--- config.mk ---
export PLATFORM = sky130hd
export DESIGN_NAME = bfp_scaler
export DESIGN_NICKNAME = d
export VERILOG_FILES = /design/src/rtl/bfp_pkg.sv /design/src/rtl/bfp_growth_detect.sv /design/src/rtl/bfp_shifter.sv /design/src/rtl/bfp_stage_ctrl.sv /design/src/rtl/bfp_scaler.sv
export SDC_FILE = /design/constraint.sdc
export NUM_CORES = 1
export LEC_CHECK = 0
export CAP_MARGIN = 15
export CORE_UTILIZATION = 30
export DETAILED_ROUTE_END_ITERATION = 8
export PLACE_DENSITY = 0.95
export SLEW_MARGIN = 20
export SYNTH_ARGS = -nofsm -noshare
export SYNTH_HDL_FRONTEND = slang
export SYNTH_SLANG_ARGS = --single-unit
--- constraint.sdc ---
create_clock -name clk -period 5.25 [get_ports clk]
set_clock_uncertainty 0.05 [all_clocks]
set_input_delay 0.7875 -clock clk [delete_from_list [all_inputs] [get_ports clk]]
set_output_delay 0.7875 -clock clk [all_outputs]
set_load 0.02 [all_outputs]
--- src/rtl/bfp_pkg.sv ---
package bfp_pkg;

  typedef enum logic {
    SCALE_COND   = 1'b0,
    SCALE_UNCOND = 1'b1
  } scale_mode_e;

  typedef enum logic [1:0] {
    CS_IDLE  = 2'd0,
    CS_GAP   = 2'd1,
    CS_PASS  = 2'd2,
    CS_FINAL = 2'd3
  } ctrl_state_e;

  localparam int unsigned GUARD_BITS = 2;

endpackage

--- src/rtl/bfp_growth_detect.sv ---
module bfp_growth_detect #(
  parameter int unsigned DATA_W = 16,
  parameter int unsigned LANES  = 2
) (
  input  logic [LANES*DATA_W-1:0] samp,
  output logic                    grew
);
  import bfp_pkg::*;

  localparam int unsigned TOP_W = GUARD_BITS + 1;

  logic [LANES-1:0] lane_grew;

  for (genvar g = 0; g < LANES; g++) begin : g_lane
    logic [TOP_W-1:0] top_bits;
    assign top_bits     = samp[g*DATA_W + DATA_W - TOP_W +: TOP_W];
    // sign and both guard bits must agree, else the value entered the guard region
    assign lane_grew[g] = !((top_bits == {TOP_W{1'b0}}) || (top_bits == {TOP_W{1'b1}}));
  end

  assign grew = |lane_grew;

endmodule

--- src/rtl/bfp_shifter.sv ---
module bfp_shifter #(
  parameter int unsigned DATA_W = 16,
  parameter int unsigned LANES  = 2
) (
  input  logic                    clk,
  input  logic                    rst_n,
  input  logic                    shift_en,
  input  logic [LANES*DATA_W-1:0] din,
  output logic [LANES*DATA_W-1:0] dout
);

  for (genvar g = 0; g < LANES; g++) begin : g_lane
    logic [DATA_W-1:0] lane_in;
    logic [DATA_W-1:0] lane_out;

    assign lane_in  = din[g*DATA_W +: DATA_W];
    assign lane_out = shift_en ? {lane_in[DATA_W-1], lane_in[DATA_W-1:1]} : lane_in;
    assign dout[g*DATA_W +: DATA_W] = lane_out;

    // arithmetic shift never changes the sign of an operand
    assert_sign_kept_R7: assert property (@(posedge clk) disable iff (!rst_n)
      lane_out[DATA_W-1] == lane_in[DATA_W-1]);

    // a shifted value never exceeds the input magnitude and differs by half
    assert_half_R7: assert property (@(posedge clk) disable iff (!rst_n)
      shift_en |-> (lane_out[DATA_W-2:0] == lane_in[DATA_W-1:1]));
  end

endmodule

--- src/rtl/bfp_stage_ctrl.sv ---
module bfp_stage_ctrl #(
  parameter int unsigned LOG2_PTS = 5,
  parameter int unsigned EXP_W    = 3,
  parameter int unsigned IDX_W    = 3
) (
  input  logic             clk,
  input  logic             rst_n,
  input  logic             xfrm_start,
  input  logic             stage_start,
  input  logic             stage_done,
  input  logic             mode_in,
  input  logic             grow_hit,
  output logic             pass_open,
  output logic             shift_en,
  output logic [EXP_W-1:0] blk_exp,
  output logic             exp_final
);
  import bfp_pkg::*;

  localparam logic [IDX_W-1:0] LAST_PASS = IDX_W'(LOG2_PTS);

  ctrl_state_e      state_q;
  scale_mode_e      mode_q;
  logic [IDX_W-1:0] pass_idx_q;
  logic             flag_q;
  logic             shift_q;
  logic [EXP_W-1:0] exp_q;
  logic             decision;
  logic             closing;

  assign closing  = (state_q == CS_PASS) && stage_done;
  assign decision = (mode_q == SCALE_UNCOND) ? (pass_idx_q != '0) : (flag_q | grow_hit);

  always_ff @(posedge clk or negedge rst_n) begin
    if (!rst_n) begin
      state_q    <= CS_IDLE;
      mode_q     <= SCALE_COND;
      pass_idx_q <= '0;
      flag_q     <= 1'b0;
      shift_q    <= 1'b0;
      exp_q      <= '0;
    end else if (xfrm_start) begin
      state_q    <= CS_GAP;
      mode_q     <= scale_mode_e'(mode_in);
      pass_idx_q <= '0;
      flag_q     <= 1'b0;
      shift_q    <= 1'b0;
      exp_q      <= '0;
    end else begin
      unique case (state_q)
        CS_GAP: begin
          if (stage_start) begin
            state_q <= CS_PASS;
            flag_q  <= 1'b0;
          end
        end
        CS_PASS: begin
          if (stage_done) begin
            shift_q    <= decision;
            exp_q      <= exp_q + EXP_W'(decision);
            pass_idx_q <= pass_idx_q + 1'b1;
            state_q    <= (pass_idx_q == LAST_PASS) ? CS_FINAL : CS_GAP;
          end else begin
            flag_q <= flag_q | grow_hit;
          end
        end
        default: ;
      endcase
    end
  end

  assign pass_open = (state_q == CS_PASS);
  assign shift_en  = shift_q;
  assign blk_exp   = exp_q;
  assign exp_final = (state_q == CS_FINAL);

  // shift decision stays fixed for the whole duration of a pass
  assert_shift_steady_R4: assert property (@(posedge clk) disable iff (!rst_n)
    (pass_open && $past(pass_open)) |-> $stable(shift_q));

  // exponent moves by at most one per cycle outside a restart
  assert_exp_step_R3: assert property (@(posedge clk) disable iff (!rst_n)
    !$past(xfrm_start) |-> ((exp_q == $past(exp_q)) || (exp_q == $past(exp_q) + 1'b1)));

  // growth record starts empty for each pass
  assert_flag_clear_R3: assert property (@(posedge clk) disable iff (!rst_n)
    (state_q == CS_GAP && stage_start && !xfrm_start) |=> !flag_q);

  // load pass in unconditional mode never produces a shift
  assert_uncond_first_R6: assert property (@(posedge clk) disable iff (!rst_n)
    (closing && pass_idx_q == '0 && mode_q == SCALE_UNCOND && !xfrm_start) |=> !shift_q);

  // unconditional transforms end with exactly LOG2_PTS shifts
  assert_uncond_count_R6: assert property (@(posedge clk) disable iff (!rst_n)
    (exp_final && mode_q == SCALE_UNCOND) |-> (exp_q == EXP_W'(LOG2_PTS)));

  // final exponent is bounded by one shift per pass
  assert_final_bound_R11: assert property (@(posedge clk) disable iff (!rst_n)
    exp_final |-> (exp_q <= EXP_W'(LOG2_PTS + 1)));

  // once final, the exponent holds until a restart
  assert_final_hold_R11: assert property (@(posedge clk) disable iff (!rst_n)
    (exp_final && !xfrm_start) |=> $stable(exp_q));

endmodule

--- src/rtl/bfp_scaler.sv ---
module bfp_scaler #(
  parameter int unsigned DATA_W   = 16,
  parameter int unsigned LOG2_PTS = 5,
  localparam int unsigned EXP_W   = $clog2(LOG2_PTS + 2),
  localparam int unsigned IDX_W   = $clog2(LOG2_PTS + 1)
) (
  input  logic              clk,
  input  logic              rst_n,
  input  logic              scale_mode,
  input  logic              xfrm_start,
  input  logic              stage_start,
  input  logic              stage_done,
  input  logic              mon_valid,
  output logic              mon_ready,
  input  logic [DATA_W-1:0] mon_re,
  input  logic [DATA_W-1:0] mon_im,
  input  logic              opd_in_valid,
  output logic              opd_in_ready,
  input  logic [DATA_W-1:0] opd_in_re,
  input  logic [DATA_W-1:0] opd_in_im,
  output logic              opd_out_valid,
  input  logic              opd_out_ready,
  output logic [DATA_W-1:0] opd_out_re,
  output logic [DATA_W-1:0] opd_out_im,
  output logic [EXP_W-1:0]  blk_exp,
  output logic              exp_final
);

  localparam int unsigned LANES = 2;

  logic                    pass_open;
  logic                    shift_en;
  logic                    mon_grew;
  logic                    grow_hit;
  logic [LANES*DATA_W-1:0] opd_bus_out;

  bfp_growth_detect #(.DATA_W(DATA_W), .LANES(LANES)) u_detect (
    .samp ({mon_im, mon_re}),
    .grew (mon_grew)
  );

  assign mon_ready = pass_open;
  assign grow_hit  = mon_valid && mon_ready && mon_grew;

  bfp_stage_ctrl #(.LOG2_PTS(LOG2_PTS), .EXP_W(EXP_W), .IDX_W(IDX_W)) u_ctrl (
    .clk         (clk),
    .rst_n       (rst_n),
    .xfrm_start  (xfrm_start),
    .stage_start (stage_start),
    .stage_done  (stage_done),
    .mode_in     (scale_mode),
    .grow_hit    (grow_hit),
    .pass_open   (pass_open),
    .shift_en    (shift_en),
    .blk_exp     (blk_exp),
    .exp_final   (exp_final)
  );

  bfp_shifter #(.DATA_W(DATA_W), .LANES(LANES)) u_shift (
    .clk      (clk),
    .rst_n    (rst_n),
    .shift_en (shift_en),
    .din      ({opd_in_im, opd_in_re}),
    .dout     (opd_bus_out)
  );

  assign opd_out_re    = opd_bus_out[0 +: DATA_W];
  assign opd_out_im    = opd_bus_out[DATA_W +: DATA_W];
  assign opd_out_valid = opd_in_valid;
  assign opd_in_ready  = opd_out_ready;

  // no monitor sample is accepted once the transform is final
  assert_mon_closed_R9: assert property (@(posedge clk) disable iff (!rst_n)
    exp_final |-> !mon_ready);

  // operand handshake is a straight pass-through
  assert_opd_flow_R8: assert property (@(posedge clk) disable iff (!rst_n)
    (opd_out_valid == opd_in_valid) && (opd_in_ready == opd_out_ready));

endmodule

==> impl_metrics.yaml, run 1 <==
synthesis:
  synth_top_family_by_area: "multiplexers"
  muxShareOfSynthArea_pct: 34.1
  synth_adder_area_share_pct: 6.12
  yosysWarningCount: 0
  synth_ff_type: "dfrtp_1"
  netlist.area_leader.share_pct: 34.1
  async_flop_share_pct: 100
  synthTopCellsByArea: "mux2_2 (34%), dfrtp_1 (27%), ha_1 (6.1%)"
  synth.distinct_cells: 30
  synth_enable_flop_cells: 0
  synth_xor_xnor_area_share_pct: 2.57
  synth_area_per_cell_um2: 10.1
  syn_inst: 101
  synth_top_cell_by_area: "mux2_2"
  synth-compound-area-share_pct: 8.32
  synth-simple-area-share_pct: 13.2
  yosysSeqAreaShare_pct: 26.9
  syn_nets: 179
  ys_ff_latch: 11
  netlist_area_um2: 1020
power_and_ir_drop:
  p_leak_nw: 0.716
  peakVddDrop_v: 0.000152
  power_density_nw_per_um2: 145
detailed_routing:
  wl_per_cell_um: 13.3
  postRouteAntennaNets: 0
  routed_wl_mm: 2.92
  dr.pass1.iters: 4
  vias: 1037
  via_per_inst: 4.71
  drtIter0Drc: 20
  drc_errors: 0
cts:
  cts_hold_buf: 0
  clk_path_buf_depth: 2
  postCtsSetupBuffers: 0
  clockRootBuffer: "clkbuf_4"
  cts.sinks: 11
  clk_pin_slew_worst_paths_ps: 80
  ctsResizeCount: 0
  cts_buffers: 3
  htree_levels: 1
  insertion_delay_ps: 280
  cts_tree: "yes"
sta:
  fmax_ghz: 0.347
  fin_tns_setup_ps: 0
  post-route-period-util_pct: 54.8
  finalHoldViolCount: 0
  max_slew.worst_pin.slew_ps: 611
  rsz0062_at_grt: "false"
  fin_crit_ps: 2880
  setup_violations: 0
  relSlewSlack_pct: 59.2
  finalMaxSlewViolations: 0
  worst_hold_slack_ps: 495
critical_path:
  critPathCaptureType: "output port"
  r2r_cells: 8
  r2r_slack_ps: 3380
  r2r_start: "u_ctrl.state_q[1]$_DFFE_PN0P_"
  cp_data_arrival_time_ps: 2040
  r2r_end: "u_ctrl.blk_exp[2]$_DFFE_PN0P_"
  worstPathRequired_ps: 4410
  crit_type: "in -> out"
  cp_max_fo: 2
  worstSetupStartpointType: "input port"
global_routing:
  grt_pass1_vias: 991
  grt.busiest_layer: "met2"
  grt-ovfl-total: 0
  grt_use_met2_pct: 31.4
  grt_pass1_wl_mm: 4.33
  grt_max_degree: 32
  antenna_found_initial: 0
  met1_usage_pct: 16.3
  grt_util_all_layers_pct: 16.0
  grtUsageMet3_pct: 2.99
floorplan:
  ios: 112
  coreArea_um2: 3150
  initial_core_util_pct: 32.4
  fp-row-count: 20
  fp.dieArea_um2: 3650
  die_x_um: 60.4
  dieHeight_um: 60.4
cells_and_area:
  syn_to_final_growth_pct: 80.2
  finalNonFillerCells: 220
  num_antenna_cells: 0
  drive_gt1_share_pct: 22.2
  final_nets: 255
placed_design:
  dp_hpwl_mm: 2.41
  dp.cells: 216
  numPortBuffers: 81
  gp_congestion: 0.759
status:
  status: "completed"
min_path:
  hp-start: "u_ctrl.blk_exp[2]$_DFFE_PN0P_"
  hold_class: "reg -> reg"
  min_delay_worst_endpoint: "u_ctrl.blk_exp[2]$_DFFE_PN0P_"
  min_path_cells: 2
run:
  cap_violations: 0
-- flip-flops by register name, indices dropped and copies added (netlist names) --
name and count:
u_ctrl.mode_q 1, u_ctrl.shift_en 1, u_ctrl.pass_idx_q 3, u_ctrl.blk_exp 3, u_ctrl.state_q 2, u_ctrl.flag_q 1
-- worst max path at each step --
stage | end | cells after the start | slack, ps | from
floorplan | u_ctrl.blk_exp[2]$_DFFE_PN0P_ | 9 | 3040 | mon_re[14]
global placement | opd_out_re[4] | 2 | 2350 | u_ctrl.shift_en$_DFFE_PN0P_
detailed placement | opd_out_im[3] | 2 | 2350 | u_ctrl.shift_en$_DFFE_PN0P_
CTS | opd_out_re[4] | 2 | 2040 | u_ctrl.shift_en$_DFFE_PN0P_
global route | opd_out_im[11] | 2 | 2330 | u_ctrl.shift_en$_DFFE_PN0P_
finish | opd_out_im[5] | 3 | 2370 | opd_in_im[6]
-- per-layer routing --
metal | routed length [um] | vias up
met5 | 0 | -
met4 | 27 | 0
met3 | 341 | 4
met2 | 1490 | 58
met1 | 1070 | 461
li1 | - | 514
-- worst max-delay path, cell delays in order --
cell and delay (ps):
clkdlybuf4s50_1 440, mux2_2 270, clkdlybuf4s50_1 540
-- area by class of cell --
type                            instances  area [um^2]
Multi-Input combinational cell         76          658
Sequential cell                        11          277
Tap cell                               44         55.1
Fill cell                             296         1310
Inverter                                4         15.0
Clock buffer                            4         26.3
Timing Repair Buffer                   81          811
-- layout by cell type, fill, tap and decap left out, types with 3 or more instances in the layout --
cell and count:
a21oi_1 5, clkbuf_4 3, clkdlybuf4s50_1 81, dfrtp_1 10
ha_1 5, inv_1 4, mux2_2 31, nand2_1 5
nand3_1 5, nor2_1 4, nor3_1 3
-- power breakdown --
group / internal (W) / leakage, nW / switching, W
Sequential: 0.0000872 / 0.145 / 0.00000431
Combinational: 0.0000696 / 0.556 / 0.0000446
Clock: 0.0000295 / 0.0150 / 0.0000316
-- logic make-up after synthesis --
group | count (synthesis)
adders and majority gates | 5
AOI/OAI and AO/OA | 13
buffers and inverters | 14
muxes | 31
DFF | 11
xor gates and xnor gates | 3
and+or+nand+nor | 24
-- Yosys cell counts, drive strengths merged (2+ instances only) --
library cell and number:
dfrtp 11, clkbuf 2, xnor2 2, nand2 6
buf 8, nand3 5, and3 2, inv 4
mux2 31, nor2 4, a21oi 5, ha 5
nor3 3
-- through the flow --
stage | worst slack (ps) | utilization, % | total power, W | instance area (um^2)
5_1_grt | 2330 | 58.4 | 0.000279 | 1840
2_1_floorplan | 3040 | - | 0.000143 | 1020
3_3_place_gp | 2350 | 57.5 | 0.000206 | 1810
6_report | 2370 | 58.4 | 0.000267 | 1840
4_1_cts | 2040 | 58.4 | 0.000268 | 1840
3_5_place_dp | 2350 | 57.5 | 0.000209 | 1810
Power figures use the tool's default switching activity.
==> run 2: changes to the inputs <==
- CORE_UTILIZATION: 30 -> 25
- PLACE_DENSITY: 0.95 -> 0.88
- clock period: 5.25 -> 2.4 ns (I/O delays scaled with it)
==> run 2 against run 1 <==
Effect of this change: first-iteration DRC count fell by 20%; register-to-register slack got worse by 2900 ps; wire length rose by 0.86%; critical path depth did not move; power rose by 140%; cell area rose by 2.3%; largest cell class unchanged.
==> impl_metrics.yaml, run 2 (synthesis gave the netlist of run 1 again) <==
cells_and_area:
  post-route-util_pct: 49.6
  layout_commonest_cell: "clkdlybuf4s50_1"
  drive_gt1_share_pct: 22.0
  num_antenna_cells: 0
  finalNonFillerCells: 225
  multi_input_area_um2: 658
  final_nets: 256
  fillCellCount: 361
  syn_to_final_growth_pct: 84.3
  seqCellArea_um2: 275
  layout_common_cells: "clkdlybuf4s50_1 (81), mux2_2 (31), dfrtp_1 (11)"
placed_design:
  dp_hpwl_mm: 2.44
  gp_congestion: 0.801
  numPortBuffers: 81
  place_ws_ps: 22.8
  dp.cells: 221
critical_path:
  r2r_end: "u_ctrl.blk_exp[2]$_DFFE_PN0P_"
  critPathSlowestCell: "clkdlybuf4s50_1"
  cp.depth: 3
  crit_chain: "buf_12, mux2_2, clkdlybuf4s50_1"
  cp_data_arrival_time_ps: 1740
  r2r_start: "u_ctrl.state_q[1]$_DFFE_PN0P_"
  path_delay_family: "buffers and inverters"
  r2r_cells: 8
  cp_max_fo: 30
  worstPathRequired_ps: 1990
  r2r_slack_ps: 520
  critPathMaxStageDelay_ps: 560
  endpoint: "opd_out_re[4]"
  crit_type: "reg -> out"
  worstSetupStartpointType: "flip-flop"
  critPathBufInv: 2
  startpoint: "u_ctrl.shift_en$_DFFE_PN0P_"
  critPathCaptureType: "output port"
sta:
  fin_tns_setup_ps: 0
  setup_violations: 0
  finalMaxSlewViolations: 0
  fmax_ghz: 0.465
  max_slew.worst_pin.slew_ps: 487
  layout_setup_ws_ps: 251
  relSlewSlack_pct: 67.4
  post-route-period-util_pct: 89.5
  finalHoldViolCount: 0
  worst_hold_slack_ps: 398
  rsz0062_at_grt: "false"
  fin_crit_ps: 2150
power_and_ir_drop:
  peakVddDrop_v: 0.000319
  power_density_nw_per_um2: 339
  p_leak_nw: 0.734
run:
  cap_violations: 0
cts:
  clockRootBuffer: "clkbuf_8"
  clk_pin_slew_worst_paths_ps: 50
  insertion_delay_ps: 240
  cts_hold_buf: 0
  cts_tree: "yes"
  postCtsSetupBuffers: 0
  cts.sinks: 11
  cts_buffers: 3
  clk_path_buf_depth: 2
  ctsResizeCount: 0
  htree_levels: 1
global_routing:
  grt_pass1_wl_mm: 4.43
  grt-ovfl-total: 0
  grt_pass1_vias: 1000
  grt_util_all_layers_pct: 13.4
  grt_max_degree: 31
  antenna_found_initial: 0
detailed_routing:
  postRouteAntennaNets: 0
  dr.pass1.iters: 3
  drc_errors: 0
  wl_per_cell_um: 13.1
  routed_wl_mm: 2.95
  drtIter0Drc: 16
  via_per_inst: 4.63
  vias: 1042
floorplan:
  initial_core_util_pct: 26.9
  coreArea_um2: 3800
  die_x_um: 65.9
  fp.dieArea_um2: 4350
  fp-row-count: 22
  ios: 112
  dieHeight_um: 65.9
status:
  status: "completed"
min_path:
  hold_class: "in -> async"
[run 2: cell count changes in the layout (fill, tap and decap cells not counted), sizes merged]
cell  previous run  this run
buf              0         1
[run 2: layer usage]
layer,vias to the layer above,global-route usage [%],share of wire (%)
li1,512,-,-
met1,475,13.0,38
met2,52,26.9,52
met3,3,3.10,9.1
met4,0,4.79,1.4
met5,-,0,0
[run 2: power by group]
| group | internal (W) | switching [W] | total [W] |
|---|---|---|---|
| clock | 0.000117 | 0.0000696 | 0.000186 |
| combinational | 0.000153 | 0.0000996 | 0.000253 |
| sequential | 0.000192 | 0.00000742 | 0.000199 |
[run 2: how the worst min path moves through the flow]
| stage | slack, ps | start | depth (start not counted) | end |
|---|---|---|---|---|
| detailed placement | 490 | u_ctrl.blk_exp[0]$_DFFE_PN0P_ | 2 | u_ctrl.blk_exp[0]$_DFFE_PN0P_ |
| floorplan | 10 | rst_n | 0 | u_ctrl.blk_exp[0]$_DFFE_PN0P_ |
| finish | 400 | rst_n | 1 | u_ctrl.mode_q$_DFFE_PN0P_ |
| global route | 440 | rst_n | 1 | u_ctrl.mode_q$_DFFE_PN0P_ |
| global placement | 470 | u_ctrl.blk_exp[2]$_DFFE_PN0P_ | 2 | u_ctrl.blk_exp[2]$_DFFE_PN0P_ |
| CTS | 410 | rst_n | 1 | u_ctrl.mode_q$_DFFE_PN0P_ |
[run 2: metrics by stage]
stage	instance area (um^2)	total power [W]
2_1_floorplan	1020	0.000314
3_3_place_gp	1840	0.000452
3_5_place_dp	1840	0.000457
4_1_cts	1880	0.000646
5_1_grt	1880	0.000672
6_report	1880	0.000638
[run 2: cell type report]
class,count,area share [%]
Inverter,4,0.797
Tap cell,48,3.19
Clock buffer,4,2.39
Timing Repair Buffer,82,44.1
Sequential cell,11,14.6
Multi-Input combinational cell,76,34.9
[run 2: worst reg2reg max path, cell delays in order, from the launching register on]
cell and delay [ps]:
dfrtp_1 420, nor2b_4 190, a311oi_1 330, a31oi_1 80
ha_1 200, ha_1 170, nand3_1 80, xor2_1 150
nor2_1 60
==> run 3: changes to the inputs <==
- SETUP_SLACK_MARGIN: default -> 0.02
==> results of run 3 <==
Same layout as run 2: the final DEF is identical, and so are final timing and power.
